===== src/rtl/dir_home_pkg.sv =====
package dir_home_pkg;
  typedef enum logic [1:0] {
    REQ_RD  = 2'd0,
    REQ_RDX = 2'd1,
    REQ_UPG = 2'd2,
    REQ_RSV = 2'd3
  } req_kind_e;

  typedef enum logic [1:0] {
    RSP_SHR  = 2'd0,
    RSP_EXC  = 2'd1,
    RSP_UPG  = 2'd2,
    RSP_NACK = 2'd3
  } rsp_kind_e;
endpackage


===== src/rtl/dir_ack_ctr.sv =====
module dir_ack_ctr #(
  parameter int unsigned NUM_CACHES = 4,
  parameter int unsigned BLK_W      = 2,
  parameter int unsigned BLK_ID     = 0,
  localparam int unsigned CNT_W     = $clog2(NUM_CACHES + 1)
) (
  input  logic                          clk_i,
  input  logic                          rst_ni,
  input  logic                          load_i,
  input  logic [CNT_W-1:0]              load_cnt_i,
  input  logic                          clr_i,
  input  logic [NUM_CACHES-1:0]         ack_valid_i,
  input  logic [NUM_CACHES*BLK_W-1:0]   ack_blk_i,
  output logic                          busy_o,
  output logic                          done_o
);
  logic [CNT_W-1:0] cnt_q;
  logic [CNT_W-1:0] hits;
  logic             busy_q;

  always_comb begin
    hits = '0;
    for (int l = 0; l < NUM_CACHES; l++) begin
      if (ack_valid_i[l] && (ack_blk_i[l*BLK_W +: BLK_W] == BLK_W'(BLK_ID)))
        hits = hits + 1'b1;
    end
  end

  always_ff @(posedge clk_i or negedge rst_ni) begin
    if (!rst_ni) begin
      cnt_q  <= '0;
      busy_q <= 1'b0;
    end else if (load_i) begin
      cnt_q  <= load_cnt_i;
      busy_q <= 1'b1;
    end else begin
      if (clr_i) busy_q <= 1'b0;
      // acks for an idle block are dropped
      if (busy_q) cnt_q <= (hits >= cnt_q) ? '0 : cnt_q - hits;
    end
  end

  assign busy_o = busy_q;
  assign done_o = busy_q && (cnt_q == '0);

  AST_LOAD_NONZERO: assert property (@(posedge clk_i) disable iff (!rst_ni)
    load_i |-> (load_cnt_i != '0) && !busy_q);
  AST_PARTIAL_HOLDS: assert property (@(posedge clk_i) disable iff (!rst_ni)
    (busy_q && !load_i && (hits < cnt_q)) |=> !done_o);
endmodule


===== src/rtl/dir_inv_issue.sv =====
module dir_inv_issue #(
  parameter int unsigned NUM_CACHES = 4,
  parameter int unsigned BLK_W      = 2
) (
  input  logic                  clk_i,
  input  logic                  rst_ni,
  input  logic                  start_i,
  input  logic [NUM_CACHES-1:0] tgt_i,
  input  logic [BLK_W-1:0]      blk_i,
  input  logic                  keep_i,
  input  logic [NUM_CACHES-1:0] inv_ready_i,
  output logic [NUM_CACHES-1:0] inv_valid_o,
  output logic [BLK_W-1:0]      inv_blk_o,
  output logic                  inv_keep_o,
  output logic                  idle_o
);
  logic [NUM_CACHES-1:0] pend_q;
  logic [BLK_W-1:0]      blk_q;
  logic                  keep_q;

  always_ff @(posedge clk_i or negedge rst_ni) begin
    if (!rst_ni) begin
      pend_q <= '0;
      blk_q  <= '0;
      keep_q <= 1'b0;
    end else if (start_i) begin
      pend_q <= tgt_i;
      blk_q  <= blk_i;
      keep_q <= keep_i;
    end else begin
      pend_q <= pend_q & ~inv_ready_i;
    end
  end

  assign inv_valid_o = pend_q;
  assign inv_blk_o   = blk_q;
  assign inv_keep_o  = keep_q;
  assign idle_o      = (pend_q == '0);

  AST_INV_HOLD: assert property (@(posedge clk_i) disable iff (!rst_ni)
    (|(inv_valid_o & ~inv_ready_i)) |=>
      ((inv_valid_o & $past(inv_valid_o & ~inv_ready_i)) == $past(inv_valid_o & ~inv_ready_i))
      && $stable(inv_blk_o) && $stable(inv_keep_o));
  AST_NO_RESTART: assert property (@(posedge clk_i) disable iff (!rst_ni)
    start_i |-> idle_o);
endmodule


===== src/rtl/dir_home_ctrl.sv =====
module dir_home_ctrl
  import dir_home_pkg::*;
#(
  parameter int unsigned NUM_CACHES = 4,
  parameter int unsigned NUM_BLOCKS = 4,
  parameter int unsigned DATA_W     = 16,
  localparam int unsigned SRC_W     = $clog2(NUM_CACHES),
  localparam int unsigned BLK_W     = $clog2(NUM_BLOCKS),
  localparam int unsigned CNT_W     = $clog2(NUM_CACHES + 1)
) (
  input  logic                           clk_i,
  input  logic                           rst_ni,
  input  logic                           req_valid_i,
  output logic                           req_ready_o,
  input  logic [1:0]                     req_kind_i,
  input  logic [SRC_W-1:0]               req_src_i,
  input  logic [BLK_W-1:0]               req_blk_i,
  output logic                           rsp_valid_o,
  input  logic                           rsp_ready_i,
  output logic [1:0]                     rsp_kind_o,
  output logic [SRC_W-1:0]               rsp_dst_o,
  output logic [BLK_W-1:0]               rsp_blk_o,
  output logic [DATA_W-1:0]              rsp_data_o,
  output logic [NUM_CACHES-1:0]          inv_valid_o,
  input  logic [NUM_CACHES-1:0]          inv_ready_i,
  output logic [BLK_W-1:0]               inv_blk_o,
  output logic                           inv_keep_o,
  input  logic [NUM_CACHES-1:0]          ack_valid_i,
  input  logic [NUM_CACHES*BLK_W-1:0]    ack_blk_i,
  input  logic [NUM_CACHES-1:0]          ack_dirty_i,
  input  logic [NUM_CACHES*DATA_W-1:0]   ack_data_i
);
  localparam logic [NUM_CACHES-1:0] ONE_OH = NUM_CACHES'(1);

  // directory entry: presence vector + exclusive bit
  logic [NUM_CACHES-1:0] vec_q  [NUM_BLOCKS];
  logic [NUM_BLOCKS-1:0] excl_q;
  logic [DATA_W-1:0]     mem_q  [NUM_BLOCKS];
  logic [SRC_W-1:0]      pnd_src_q  [NUM_BLOCKS];
  rsp_kind_e             pnd_kind_q [NUM_BLOCKS];

  logic [NUM_BLOCKS-1:0] busy, done, load_blk, clr_blk;

  logic                  rsp_valid_q;
  rsp_kind_e             rsp_kind_q;
  logic [SRC_W-1:0]      rsp_dst_q;
  logic [BLK_W-1:0]      rsp_blk_q;
  logic [DATA_W-1:0]     rsp_data_q;

  logic slot_free, inv_idle, acc;

  // ---------------- per-block ack counters ----------------
  logic [CNT_W-1:0] d_cnt;
  logic             d_inv;

  for (genvar b = 0; b < NUM_BLOCKS; b++) begin : g_blk
    assign load_blk[b] = acc && d_inv && (req_blk_i == BLK_W'(b));
    dir_ack_ctr #(
      .NUM_CACHES(NUM_CACHES), .BLK_W(BLK_W), .BLK_ID(b)
    ) i_ack_ctr (
      .clk_i       (clk_i),
      .rst_ni      (rst_ni),
      .load_i      (load_blk[b]),
      .load_cnt_i  (d_cnt),
      .clr_i       (clr_blk[b]),
      .ack_valid_i (ack_valid_i),
      .ack_blk_i   (ack_blk_i),
      .busy_o      (busy[b]),
      .done_o      (done[b])
    );

    AST_EXCL_ONEHOT: assert property (@(posedge clk_i) disable iff (!rst_ni)
      excl_q[b] |-> $onehot(vec_q[b]));
  end

  // ---------------- completion pick ----------------
  logic             any_done, cmp_fire;
  logic [BLK_W-1:0] done_idx;

  always_comb begin
    any_done = 1'b0;
    done_idx = '0;
    for (int b = NUM_BLOCKS - 1; b >= 0; b--) begin
      if (done[b]) begin
        any_done = 1'b1;
        done_idx = BLK_W'(b);
      end
    end
  end

  assign slot_free   = !rsp_valid_q || rsp_ready_i;
  assign cmp_fire    = any_done && slot_free;
  assign req_ready_o = slot_free && !any_done && inv_idle;
  assign acc         = req_valid_i && req_ready_o;

  always_comb begin
    clr_blk = '0;
    if (cmp_fire) clr_blk[done_idx] = 1'b1;
  end

  // ---------------- request decision ----------------
  logic [NUM_CACHES-1:0] src_oh, cur_vec, others, d_vec;
  logic                  owns, d_excl, d_upd, d_keep;
  rsp_kind_e             d_kind, d_pkind, gkind;
  req_kind_e             rkind;

  always_comb begin
    rkind   = req_kind_e'(req_kind_i);
    src_oh  = ONE_OH << req_src_i;
    cur_vec = vec_q[req_blk_i];
    others  = cur_vec & ~src_oh;
    owns    = |(cur_vec & src_oh);
    gkind   = (rkind == REQ_UPG && owns) ? RSP_UPG : RSP_EXC;
    d_kind  = RSP_NACK;
    d_pkind = RSP_EXC;
    d_inv   = 1'b0;
    d_keep  = 1'b0;
    d_upd   = 1'b0;
    d_vec   = cur_vec;
    d_excl  = excl_q[req_blk_i];
    d_cnt   = '0;
    for (int l = 0; l < NUM_CACHES; l++) d_cnt = d_cnt + CNT_W'(others[l]);
    if (!busy[req_blk_i]) begin
      unique case (rkind)
        REQ_RD: begin
          if (others == '0) begin
            d_kind = RSP_EXC; d_vec = src_oh; d_excl = 1'b1; d_upd = 1'b1;
          end else if (excl_q[req_blk_i]) begin
            d_inv = 1'b1; d_keep = 1'b1; d_pkind = RSP_SHR;
          end else begin
            d_kind = RSP_SHR; d_vec = cur_vec | src_oh; d_excl = 1'b0; d_upd = 1'b1;
          end
        end
        REQ_RDX, REQ_UPG: begin
          if (others == '0) begin
            d_kind = gkind; d_vec = src_oh; d_excl = 1'b1; d_upd = 1'b1;
          end else begin
            d_inv = 1'b1; d_pkind = gkind;
          end
        end
        default: ;
      endcase
    end
  end

  // ---------------- invalidate issue ----------------
  dir_inv_issue #(
    .NUM_CACHES(NUM_CACHES), .BLK_W(BLK_W)
  ) i_inv_issue (
    .clk_i       (clk_i),
    .rst_ni      (rst_ni),
    .start_i     (acc && d_inv),
    .tgt_i       (others),
    .blk_i       (req_blk_i),
    .keep_i      (d_keep),
    .inv_ready_i (inv_ready_i),
    .inv_valid_o (inv_valid_o),
    .inv_blk_o   (inv_blk_o),
    .inv_keep_o  (inv_keep_o),
    .idle_o      (inv_idle)
  );

  // ---------------- directory + memory state ----------------
  logic [SRC_W-1:0]      cmp_src;
  rsp_kind_e             cmp_kind;
  logic [NUM_CACHES-1:0] cmp_oh;

  assign cmp_src  = pnd_src_q[done_idx];
  assign cmp_kind = pnd_kind_q[done_idx];
  assign cmp_oh   = ONE_OH << cmp_src;

  always_ff @(posedge clk_i or negedge rst_ni) begin
    if (!rst_ni) begin
      excl_q <= '0;
      for (int b = 0; b < NUM_BLOCKS; b++) begin
        vec_q[b]      <= '0;
        mem_q[b]      <= DATA_W'(b);
        pnd_src_q[b]  <= '0;
        pnd_kind_q[b] <= RSP_EXC;
      end
    end else begin
      for (int l = 0; l < NUM_CACHES; l++) begin
        if (ack_valid_i[l] && ack_dirty_i[l] && busy[ack_blk_i[l*BLK_W +: BLK_W]])
          mem_q[ack_blk_i[l*BLK_W +: BLK_W]] <= ack_data_i[l*DATA_W +: DATA_W];
      end
      if (acc && d_upd) begin
        vec_q[req_blk_i]  <= d_vec;
        excl_q[req_blk_i] <= d_excl;
      end
      if (acc && d_inv) begin
        pnd_src_q[req_blk_i]  <= req_src_i;
        pnd_kind_q[req_blk_i] <= d_pkind;
      end
      if (cmp_fire) begin
        if (cmp_kind == RSP_SHR) begin
          vec_q[done_idx]  <= vec_q[done_idx] | cmp_oh;
          excl_q[done_idx] <= 1'b0;
        end else begin
          vec_q[done_idx]  <= cmp_oh;
          excl_q[done_idx] <= 1'b1;
        end
      end
    end
  end

  // ---------------- response slot ----------------
  always_ff @(posedge clk_i or negedge rst_ni) begin
    if (!rst_ni) begin
      rsp_valid_q <= 1'b0;
      rsp_kind_q  <= RSP_NACK;
      rsp_dst_q   <= '0;
      rsp_blk_q   <= '0;
      rsp_data_q  <= '0;
    end else if (slot_free) begin
      if (cmp_fire) begin
        rsp_valid_q <= 1'b1;
        rsp_kind_q  <= cmp_kind;
        rsp_dst_q   <= cmp_src;
        rsp_blk_q   <= done_idx;
        rsp_data_q  <= mem_q[done_idx];
      end else if (acc && !d_inv) begin
        rsp_valid_q <= 1'b1;
        rsp_kind_q  <= d_kind;
        rsp_dst_q   <= req_src_i;
        rsp_blk_q   <= req_blk_i;
        rsp_data_q  <= (d_kind == RSP_NACK) ? '0 : mem_q[req_blk_i];
      end else begin
        rsp_valid_q <= 1'b0;
      end
    end
  end

  assign rsp_valid_o = rsp_valid_q;
  assign rsp_kind_o  = rsp_kind_q;
  assign rsp_dst_o   = rsp_dst_q;
  assign rsp_blk_o   = rsp_blk_q;
  assign rsp_data_o  = rsp_data_q;

  AST_NACK_BUSY: assert property (@(posedge clk_i) disable iff (!rst_ni)
    (acc && busy[req_blk_i]) |=> rsp_valid_o && (rsp_kind_o == RSP_NACK));
  AST_GRANT_SOLE: assert property (@(posedge clk_i) disable iff (!rst_ni)
    (rsp_valid_o && (rsp_kind_o == RSP_EXC || rsp_kind_o == RSP_UPG)) |->
      excl_q[rsp_blk_o] && (vec_q[rsp_blk_o] == (ONE_OH << rsp_dst_o)));
  AST_SHARED_COPY: assert property (@(posedge clk_i) disable iff (!rst_ni)
    (rsp_valid_o && rsp_kind_o == RSP_SHR) |->
      !excl_q[rsp_blk_o] && vec_q[rsp_blk_o][rsp_dst_o]);
  AST_RSV_NACK: assert property (@(posedge clk_i) disable iff (!rst_ni)
    (acc && rkind == REQ_RSV) |=> rsp_valid_o && (rsp_kind_o == RSP_NACK));
  AST_RSP_HOLD: assert property (@(posedge clk_i) disable iff (!rst_ni)
    (rsp_valid_o && !rsp_ready_i) |=> rsp_valid_o && $stable(rsp_kind_o) && $stable(rsp_dst_o));
endmodule


===== config.mk =====
export PLATFORM = sky130hd
export DESIGN_NAME = dir_home_ctrl
export DESIGN_NICKNAME = d
export VERILOG_FILES = /design/src/rtl/dir_home_pkg.sv /design/src/rtl/dir_ack_ctr.sv /design/src/rtl/dir_inv_issue.sv /design/src/rtl/dir_home_ctrl.sv
export SDC_FILE = /design/constraint.sdc
export NUM_CORES = 1
export LEC_CHECK = 0
export ABC_AREA = 1
export BUFFER_PORTS_ARGS = -buffer_cell sky130_fd_sc_hd__buf_2
export CAP_MARGIN = 0
export CORE_UTILIZATION = 55
export DETAILED_ROUTE_END_ITERATION = 10
export GPL_TIMING_DRIVEN = 0
export HOLD_SLACK_MARGIN = 0.08
export PLACE_DENSITY = 0.76
export SYNTH_ARGS = -nofsm -noshare
export SYNTH_HDL_FRONTEND = slang
export SYNTH_HIERARCHICAL = 1
export SYNTH_SLANG_ARGS = --single-unit
export TNS_END_PERCENT = 20

===== constraint.sdc =====
create_clock -name clk_i -period 2.5 [get_ports clk_i]
set_input_delay 0.25 -clock clk_i [delete_from_list [all_inputs] [get_ports clk_i]]
set_output_delay 0.25 -clock clk_i [all_outputs]
set_load 0.005 [all_outputs]

==> Yosys cells after proc, flatten, opt, wreduce, memory -nomap -nowiden <==
Cells that the tools add are included.
{ "word_totals": {"regBits": 146, "input_bits": 94, "out_inout_bits": 31, "elab_cells": 346} }
{ "classes": {"add_sub_neg": 19, "n_lt_le_gt_ge": 24, "n_eq_ne": 18, "shift": 2, "muxes": 157, "bitwise_logic": 16, "reduce_logical": 77} }
{ "op_table": {"columns": ["cell", "n"], "rows": [
  ["bitwise mux 64 bit", 4],
  ["two-way mux 64 bit", 4],
  ["two-way mux 16 bit", 14],
  ["demux 16 bit (select 2 bit)", 4],
  ["two-way mux 3 bit", 24],
  ["binary-select mux 16 bit (select 2 bit)", 2],
  ["two-way mux 4 bit", 15],
  ["bitwise mux 16 bit", 3],
  ["logical AND 1 bit", 48],
  ["two-way mux 2 bit", 22],
  ["two-way mux 1 bit", 41],
  ["adder 3 x 1 -> 3 bit, second input constant", 8],
  ["equality test 2 bit, second input constant", 12],
  ["greater-or-equal comparator 3 bit, second input constant", 6],
  ["< comparator 2 x 3 -> 1 bit, second input constant", 6],
  ["< comparator 3 x 1 -> 1 bit, second input constant", 6],
  ["NOT 2 -> 3 bit", 6],
  ["nonzero test 2 bit", 9],
  ["bitwise AND 4 bit", 4],
  ["binary-select mux 4 bit (select 2 bit)", 2],
  ["bitwise mux 8 bit", 2],
  ["demux 4 bit (select 2 bit)", 2],
  ["logical NOT 2 bit", 7],
  ["binary-select mux 1 bit (select 2 bit)", 6],
  ["other kinds (25)", 56]
]} }

==> Logic depth before layout (Yosys ltp) <==
{ "logic_depth": {"ltp_word": 15, "depth_mapped": 22, "depth_no_buf": 22} }

==> Cells and area by module <==
Netlist, hierarchy kept.
{ "by_module_without_submodules": {"columns": ["module", "instances", "cells_each", "area_per_inst_um2", "seq_area_each_um2"], "rows": [
  ["dir_home_ctrl", 1, 1609, 9999.6, 3090.5],
  ["dir_ack_ctr at g_blk[1].i_ack_ctr ...", 2, 76, 478.0, 100.1],
  ["dir_ack_ctr at g_blk[0].i_ack_ctr", 1, 74, 483.0, 100.1],
  ["dir_ack_ctr at g_blk[3].i_ack_ctr", 1, 68, 465.4, 100.1],
  ["dir_inv_issue", 1, 37, 340.3, 175.2]
]} }

==> Worst setup path after synthesis <==
OpenSTA, ideal clock, no wires.
{ "synth_timing": {"path_type": "input port to flip-flop", "from": "in req_blk_i[0]", "to": "reg g_blk[1].i_ack_ctr.cnt_q[1]", "setup_time_ps": 121, "arrival_time_ps": 2236, "required_ps": 2379, "setup_slack_ps": 142, "stages": 21, "n_path_buf": 1, "cell_sequence": "buf_6 nand2_1 nand2_1 nand2_1 nand2_1 inv_1 nor2_1 inv_1 ha_1 nand3_2 nand3_1 o21ai_2 nand2_2 nor2_4 nand2_1 inv_1 inv_2 nand2_2 inv_1 a22oi_1 nand2_1"} }
{ "synth_via": {"elab_chain_cells": 12, "word_cells_on_any_way": 23, "classes_between": "add/sub: 3; eq/ne: 1; mux: 13; bitwise: 2; reduce/logical: 4"} }
{ "synth_lines": {"columns": ["element", "line_no", "text"], "rows": [
  ["start, declared", "dir_home_ctrl.sv:17", "input logic [BLK_W-1:0] req_blk_i,"],
  ["NOT 2 -> 3 bit (not written as such) *", "dir_home_ctrl.sv:110", "cur_vec = vec_q[req_blk_i];"],
  ["binary-select mux 4 bit (select 2 bit) *", "dir_home_ctrl.sv:110", null],
  ["two-way mux 4 bit (not written as such) * (2 in series)", "dir_home_ctrl.sv:110", null],
  ["bitwise AND 4 bit *", "dir_home_ctrl.sv:111", "others = cur_vec & ~src_oh;"],
  ["named net others[1]", "dir_home_ctrl.sv:102", "logic [NUM_CACHES-1:0] src_oh, cur_vec, others, d_vec;"],
  ["logical NOT 4 bit *", "dir_home_ctrl.sv:126, dir_home_ctrl.sv:135", null],
  ["two-way mux 1 bit (on tied branches)", "dir_home_ctrl.sv:135, dir_home_ctrl.sv:126", null],
  ["case mux 1 bit (2 select lines) *", "dir_home_ctrl.sv:124", "unique case (rkind)"],
  ["two-way mux 1 bit *", "dir_home_ctrl.sv:123", "if (!busy[req_blk_i]) begin"],
  ["logical AND 1 bit * (2 in series)", "dir_home_ctrl.sv:57", "assign load_blk[b] = acc && d_inv && (req_blk_i == BLK_W'(b));"],
  ["named net load_blk[1]", "dir_home_ctrl.sv:42", "logic [NUM_BLOCKS-1:0] busy, done, load_blk, clr_blk;"],
  ["two-way mux 3 bit or nonzero test 2 bit (tied branches)", null, null],
  ["end signal, assigned", "dir_ack_ctr.sv:34", "cnt_q <= load_cnt_i;"],
  ["end signal, assigned", "dir_ack_ctr.sv:39", "if (busy_q) cnt_q <= (hits >= cnt_q) ? '0 : cnt_q - hits;"],
  ["end, declared", "dir_ack_ctr.sv:17", "logic [CNT_W-1:0] cnt_q;"]
]} }
The timed path passes the listed nets; every way through them passes the cells marked *. The select of a mux whose other input is x is not followed.
A chain may end at the register's enable or synchronous reset.

==> Worst setup path after layout <==
{ "layout_timing": {"from": "reg g_blk[2].i_ack_ctr.cnt_q[0]", "to": "reg vec_q[0] in the netlist's numbering"} }
{ "layout_via": {"elab_chain_cells": 14, "word_cells_on_any_way": 37, "classes_between": "order compare: 2; shift: 1; mux: 22; bitwise: 2; reduce/logical: 10"} }
{ "layout_lines": {"columns": ["element", "line_no", "text"], "rows": [
  ["start, declared", "dir_ack_ctr.sv:17", null],
  ["start signal, assigned", "dir_ack_ctr.sv:34", null],
  ["start signal, assigned", "dir_ack_ctr.sv:39", null],
  ["logical NOT 3 bit *", "dir_ack_ctr.sv:44", "assign done_o = busy_q && (cnt_q == '0);"],
  ["logical AND 1 bit *", "dir_ack_ctr.sv:44", null],
  ["named net done[2]", "dir_home_ctrl.sv:42", null],
  ["two-way mux 2 bit or two-way mux 1 bit (tied branches) (3 in series)", "dir_home_ctrl.sv:84", "if (done[b]) begin"],
  ["NOT 2 -> 3 bit (not written as such) or logical NOT 1 bit (tied branches)", null, null],
  ["binary-select mux 2 bit (select 2 bit) or logical AND 1 bit (tied branches)", "dir_home_ctrl.sv:168, dir_home_ctrl.sv:93", null],
  ["two-way mux 2 bit (not written as such) or logical AND 1 bit (tied branches)", "dir_home_ctrl.sv:168, dir_home_ctrl.sv:93", null],
  ["two-way mux 2 bit (not written as such) or logical AND 1 bit (tied branches)", "dir_home_ctrl.sv:168, dir_home_ctrl.sv:94", null],
  ["left shift 1 x 2 -> 4 bit or logical AND 1 bit (tied branches)", "dir_home_ctrl.sv:170, dir_home_ctrl.sv:186", null],
  ["OR 4 bit or two-way mux 16 bit (tied branches)", "dir_home_ctrl.sv:196, dir_home_ctrl.sv:186", null],
  ["bitwise mux 16 bit (on tied branches)", "dir_home_ctrl.sv:196, dir_home_ctrl.sv:199", null],
  ["two-way mux 16 bit", "dir_home_ctrl.sv:195", "if (cmp_kind == RSP_SHR) begin"],
  ["two-way mux 16 bit *", "dir_home_ctrl.sv:194", "if (cmp_fire) begin"],
  ["end signal, assigned by index", "dir_home_ctrl.sv:187", "vec_q[req_blk_i] <= d_vec;"],
  ["end signal, assigned by index", "dir_home_ctrl.sv:196", "vec_q[done_idx] <= vec_q[done_idx] | cmp_oh;"],
  ["end signal, assigned by index", "dir_home_ctrl.sv:199", "vec_q[done_idx] <= cmp_oh;"],
  ["end, declared", "dir_home_ctrl.sv:36", "logic [NUM_CACHES-1:0] vec_q [NUM_BLOCKS];"]
]} }
Marked as above.

==> impl_metrics.csv <==
group,metric,value,unit
status,status,"finished, violations left",
status,violations,"setup timing",
pwr,pwr-share-seq,0.259,
timing,clock.fmax,397.5,MHz
finish,final_nets,2267,
clock_network,clk_pin_slew,0.07,ns
timing,fin_crit,2.516,ns
worst_setup_path,arrival,2.88,ns
floorplanning,die_area,0.02286,mm²
pwr,p_switching,8.362,mW
grt,grt_pass1_vias,12900,
worst_setup_path,cp-end-kind,"flip-flop",
finish,multi_input_area,0.007453,mm²
timing,tightest_slew,0.9166,ns
clock_network,numClockSinks,146,
timing,hold_ws,0.08385,ns
pwr,intPower,8.545,mW
placed_design,pre_cts_ws,-0.9652,ns
grt,grt_use_total,0.3962,
floorplanning,die_w,151.2,µm
drt,routed_wl,46110,µm
drt,avgViaCountPerCell,5.861,
grt,grt_overflow,0,
yosys,yosysSeqAreaShare,0.2994,
yosys,syn_area,0.01224,mm²
yosys,yosysTopAreaCell,"dfrtp_1",
clock_network,ctsRootBufferMaster,"clkbuf_16",
timing,fin_skew,0.01848,ns
timing,maxSlewViolCount,0,
timing,setup_viol,3,
yosys,async_flop_share,1.000,
worst_hold_path,hold_depth,3,
floorplanning,core_area,0.02182,mm²
clock_network,clk-insertion-delay-late,0.44,ns
placed_design,numPortBuffers,124,
worst_setup_path,r2r_end,"vec_q[0]$_DFF_PN0_",
worst_hold_path,hold_path.class,"in -> reg",
pwr,leakage,7.530,nW
finish,fillers,1962,
clock_network,cts_buffers,17,
worst_setup_path,required,2.87,ns
timing,finalHoldViolCount,0,
finish,diodes,0,
timing,min_period_over_period,1.006,
yosys,synthCells,1940,
drt,wl_per_cell,18.97,µm
clock_network,htreeDepth,4,
yosys,synth_flop_cell,"dfrtp_1",
timing,timing.slew.headroom,0.3867,
yosys,ys_ff_latch,146,
finish,fin_util,0.6756,
floorplanning,start_util,0.5611,
pwr,pwr-share-comb,0.579,
pwr,power_density,1147,mW/mm²
finish,area_growth,20.42,%
worst_hold_path,min_to,"mem_q[32]$_DFF_PN1_",
run,maxCapViolations,0,
yosys,synth.area.top_cells,"dfrtp_1 28%, nand2_1 16%, nand3_1 8.6%, inv_1 8.2%, o21ai_0 6.4%",
floorplanning,dieHeight,151.2,µm
drt,dr.pass1.iters,6,
placed_design,place_congestion,1.031,
yosys,syn_nets,2069,
yosys,synth_top_area_frac,0.2779,
drt,drtAntennaViolNets,0,
worst_setup_path,rr_worst_depth,15,
yosys,synth_top_cells_by_count,"533 x nand2_1, 269 x inv_1, 211 x nand3_1",
floorplanning,pin_count,125,
grt,grt_pass1_wl,68610,µm
yosys,synth_cell_type_count,45,
worst_setup_path,r2r_setup_slack,-0.02,ns
worst_setup_path,start_kind,"flip-flop",
floorplanning,placementRows,54,
worst_setup_path,reg2reg_from,"g_blk[2].i_ack_ctr/cnt_q[0]$_DFFE_PN0P_",
finish,layout-drive-gt1-share,0.1753,
pwr,p_sw_frac,0.4946,
pwr,clockPowerShare,0.162,
drt,drt_iter0_markers,1385,
yosys,synth_edf_count,0,
timing,setup_ws,-0.01575,ns
pwr,irDropWorstVdd,0.6007,mV
clock_network,clockBufferDepth,2,
yosys,avgSynthCellArea,6.311,µm²
finish,ff_latch_area,0.003674,mm²
grt,grt_max_degree,82,
placed_design,hpwl,35040,µm
worst_hold_path,hp-start,"ack_data_i[48]",
yosys,yosys.cell_count.top_type,"nand2_1",
timing,rsz0062_at_grt,"true",
drt,vias,14250,
yosys,yosys_warnings,6,
grt,grt_antenna_before_repair,0,
worst_setup_path,path_max_fanout,4,
worst_setup_path,critPathKind,"reg -> reg",
clock_network,cts_tree,"built",
drt,drc,0,
-- cell usage in the layout, fill, tap and decap left out, drive strengths merged, types with 6 or more instances in the layout --
cell / Yosys / routed
nand2: 547 / 547
inv: 285 / 289
nand3: 220 / 220
buf: 26 / 199
nor2: 193 / 193
o21ai: 166 / 166
dfrtp: 136 / 136
clkbuf: 64 / 82
a21oi: 64 / 64
o211ai: 57 / 57
o22ai: 33 / 33
ha: 30 / 30
a221oi: 22 / 22
a22oi: 18 / 18
a31oi: 17 / 17
o31ai: 13 / 13
dfstp: 10 / 10
nand3b: 7 / 7
dlygate4sd3: 0 / 7
nand4: 6 / 6
-- critical path, cell delays in order, from the launching register on --
cell and delay (ns):
dfrtp_1 0.45, nor4_4 0.35, inv_2 0.08, nand2_2 0.10, nand2_1 0.09, nand2_4 0.13, inv_1 0.09, nand2_4 0.08
nor2_1 0.07, nor3_4 0.21, buf_4 0.16, inv_1 0.04, or2_2 0.31, nand3_2 0.13, nand3_1 0.07, o21ai_1 0.09
-- registers in the layout, summed over array words and instances (netlist names), 4 cells and up --
| name | cells |
|---|---|
| vec_q | 16 |
| pnd_src_q | 8 |
| rsp_data_o | 16 |
| mem_q | 64 |
| excl_q | 4 |
| g_blk.i_ack_ctr/busy_o | 4 |
| g_blk.i_ack_ctr/cnt_q | 12 |
| i_inv_issue/inv_valid_o | 4 |
| pnd_kind_q | 8 |
-- per-layer routing --
layer  vias up  part of all wire  track usage
met5         -                 0            0
met1      6439              0.39       0.4966
met3       147             0.095      0.06536
met2       901              0.47       0.6626
met4         0             0.040       0.1855
li1       6762                 -            -
-- logic make-up (layout without fill, tap and decap cells) --
logic type / Yosys count / count (layout) / synth area share
DFF: 146 / 146 / 0.2994
and+or+nand+nor: 984 / 984 / 0.3436
xor gates and xnor gates: 1 / 1 / 0.0007154
AOI/OAI and AO/OA: 397 / 397 / 0.1949
adders and majority gates: 35 / 35 / 0.03883
buffers and inverters: 377 / 588 / 0.1226
-- worst max path at each step --
stage,from,endpoint,slack [ns],cells after the start
after floorplan,req_blk_i[0],g_blk[1].i_ack_ctr/cnt_q[1]$_DFFE_PN0P_,0.14,21
after global placement,rst_ni,mem_q[6]$_DFF_PN0_,-1.05,1
after detailed placement,g_blk[0].i_ack_ctr/busy_o$_DFFE_PN0P_,excl_q[0]$_DFF_PN0_,-0.97,14
after CTS,g_blk[0].i_ack_ctr/cnt_q[1]$_DFFE_PN0P_,rsp_blk_o[0]$_DFFE_PN0P_,-0.03,15
after global routing,vec_q[13]$_DFF_PN0_,g_blk[3].i_ack_ctr/cnt_q[2]$_DFFE_PN0P_,-0.16,22
final,g_blk[2].i_ack_ctr/cnt_q[0]$_DFFE_PN0P_,vec_q[0]$_DFF_PN0_,-0.02,15
-- repair_timing --
item / CTS / global route
buffers inserted: 14 / 33
hold buffers: 7 / 0
gates resized for setup: 66 / 75
setup endpoints to repair: 75 / 70
pin swaps: 8 / 23
endpoints found under the hold margin: 80 / 0
-- per-stage QoR --
step	TNS [ns]	cell area [µm²]	std cells	total power, mW
floorplan	0	12240	1940	9.840
global placement	-182.78	13220	2344	12.37
detailed placement	-43.06	13250	2345	12.51
CTS	-0.1557	14260	2398	15.93
global route	-2.241	14740	2431	18.06
finish	-0.02578	14740	2431	16.91
-- layout make-up --
cell class | count | share of cell area
inverters | 287 | 0.07646
plain buffers | 90 | 0.02902
flip-flops and latches | 146 | 0.2492
multi-input cells | 1417 | 0.5055
repair buffers | 179 | 0.07417
clock inverters | 13 | 0.01188
well taps | 280 | 0.02376
clock buffers | 19 | 0.03004
-- power by group through the flow --
| stage | clock [mW] | combinational (mW) | sequential, mW |
|---|---|---|---|
| after global routing | 2.84 | 10.7 | 4.48 |
| after detailed placement | 0 | 8.15 | 4.36 |
| after global placement | 0 | 8.03 | 4.34 |
| final | 2.75 | 9.78 | 4.38 |
| after floorplan | 0 | 5.79 | 4.05 |
| after CTS | 2.74 | 8.87 | 4.32 |
Power figures use the tool's default switching activity.
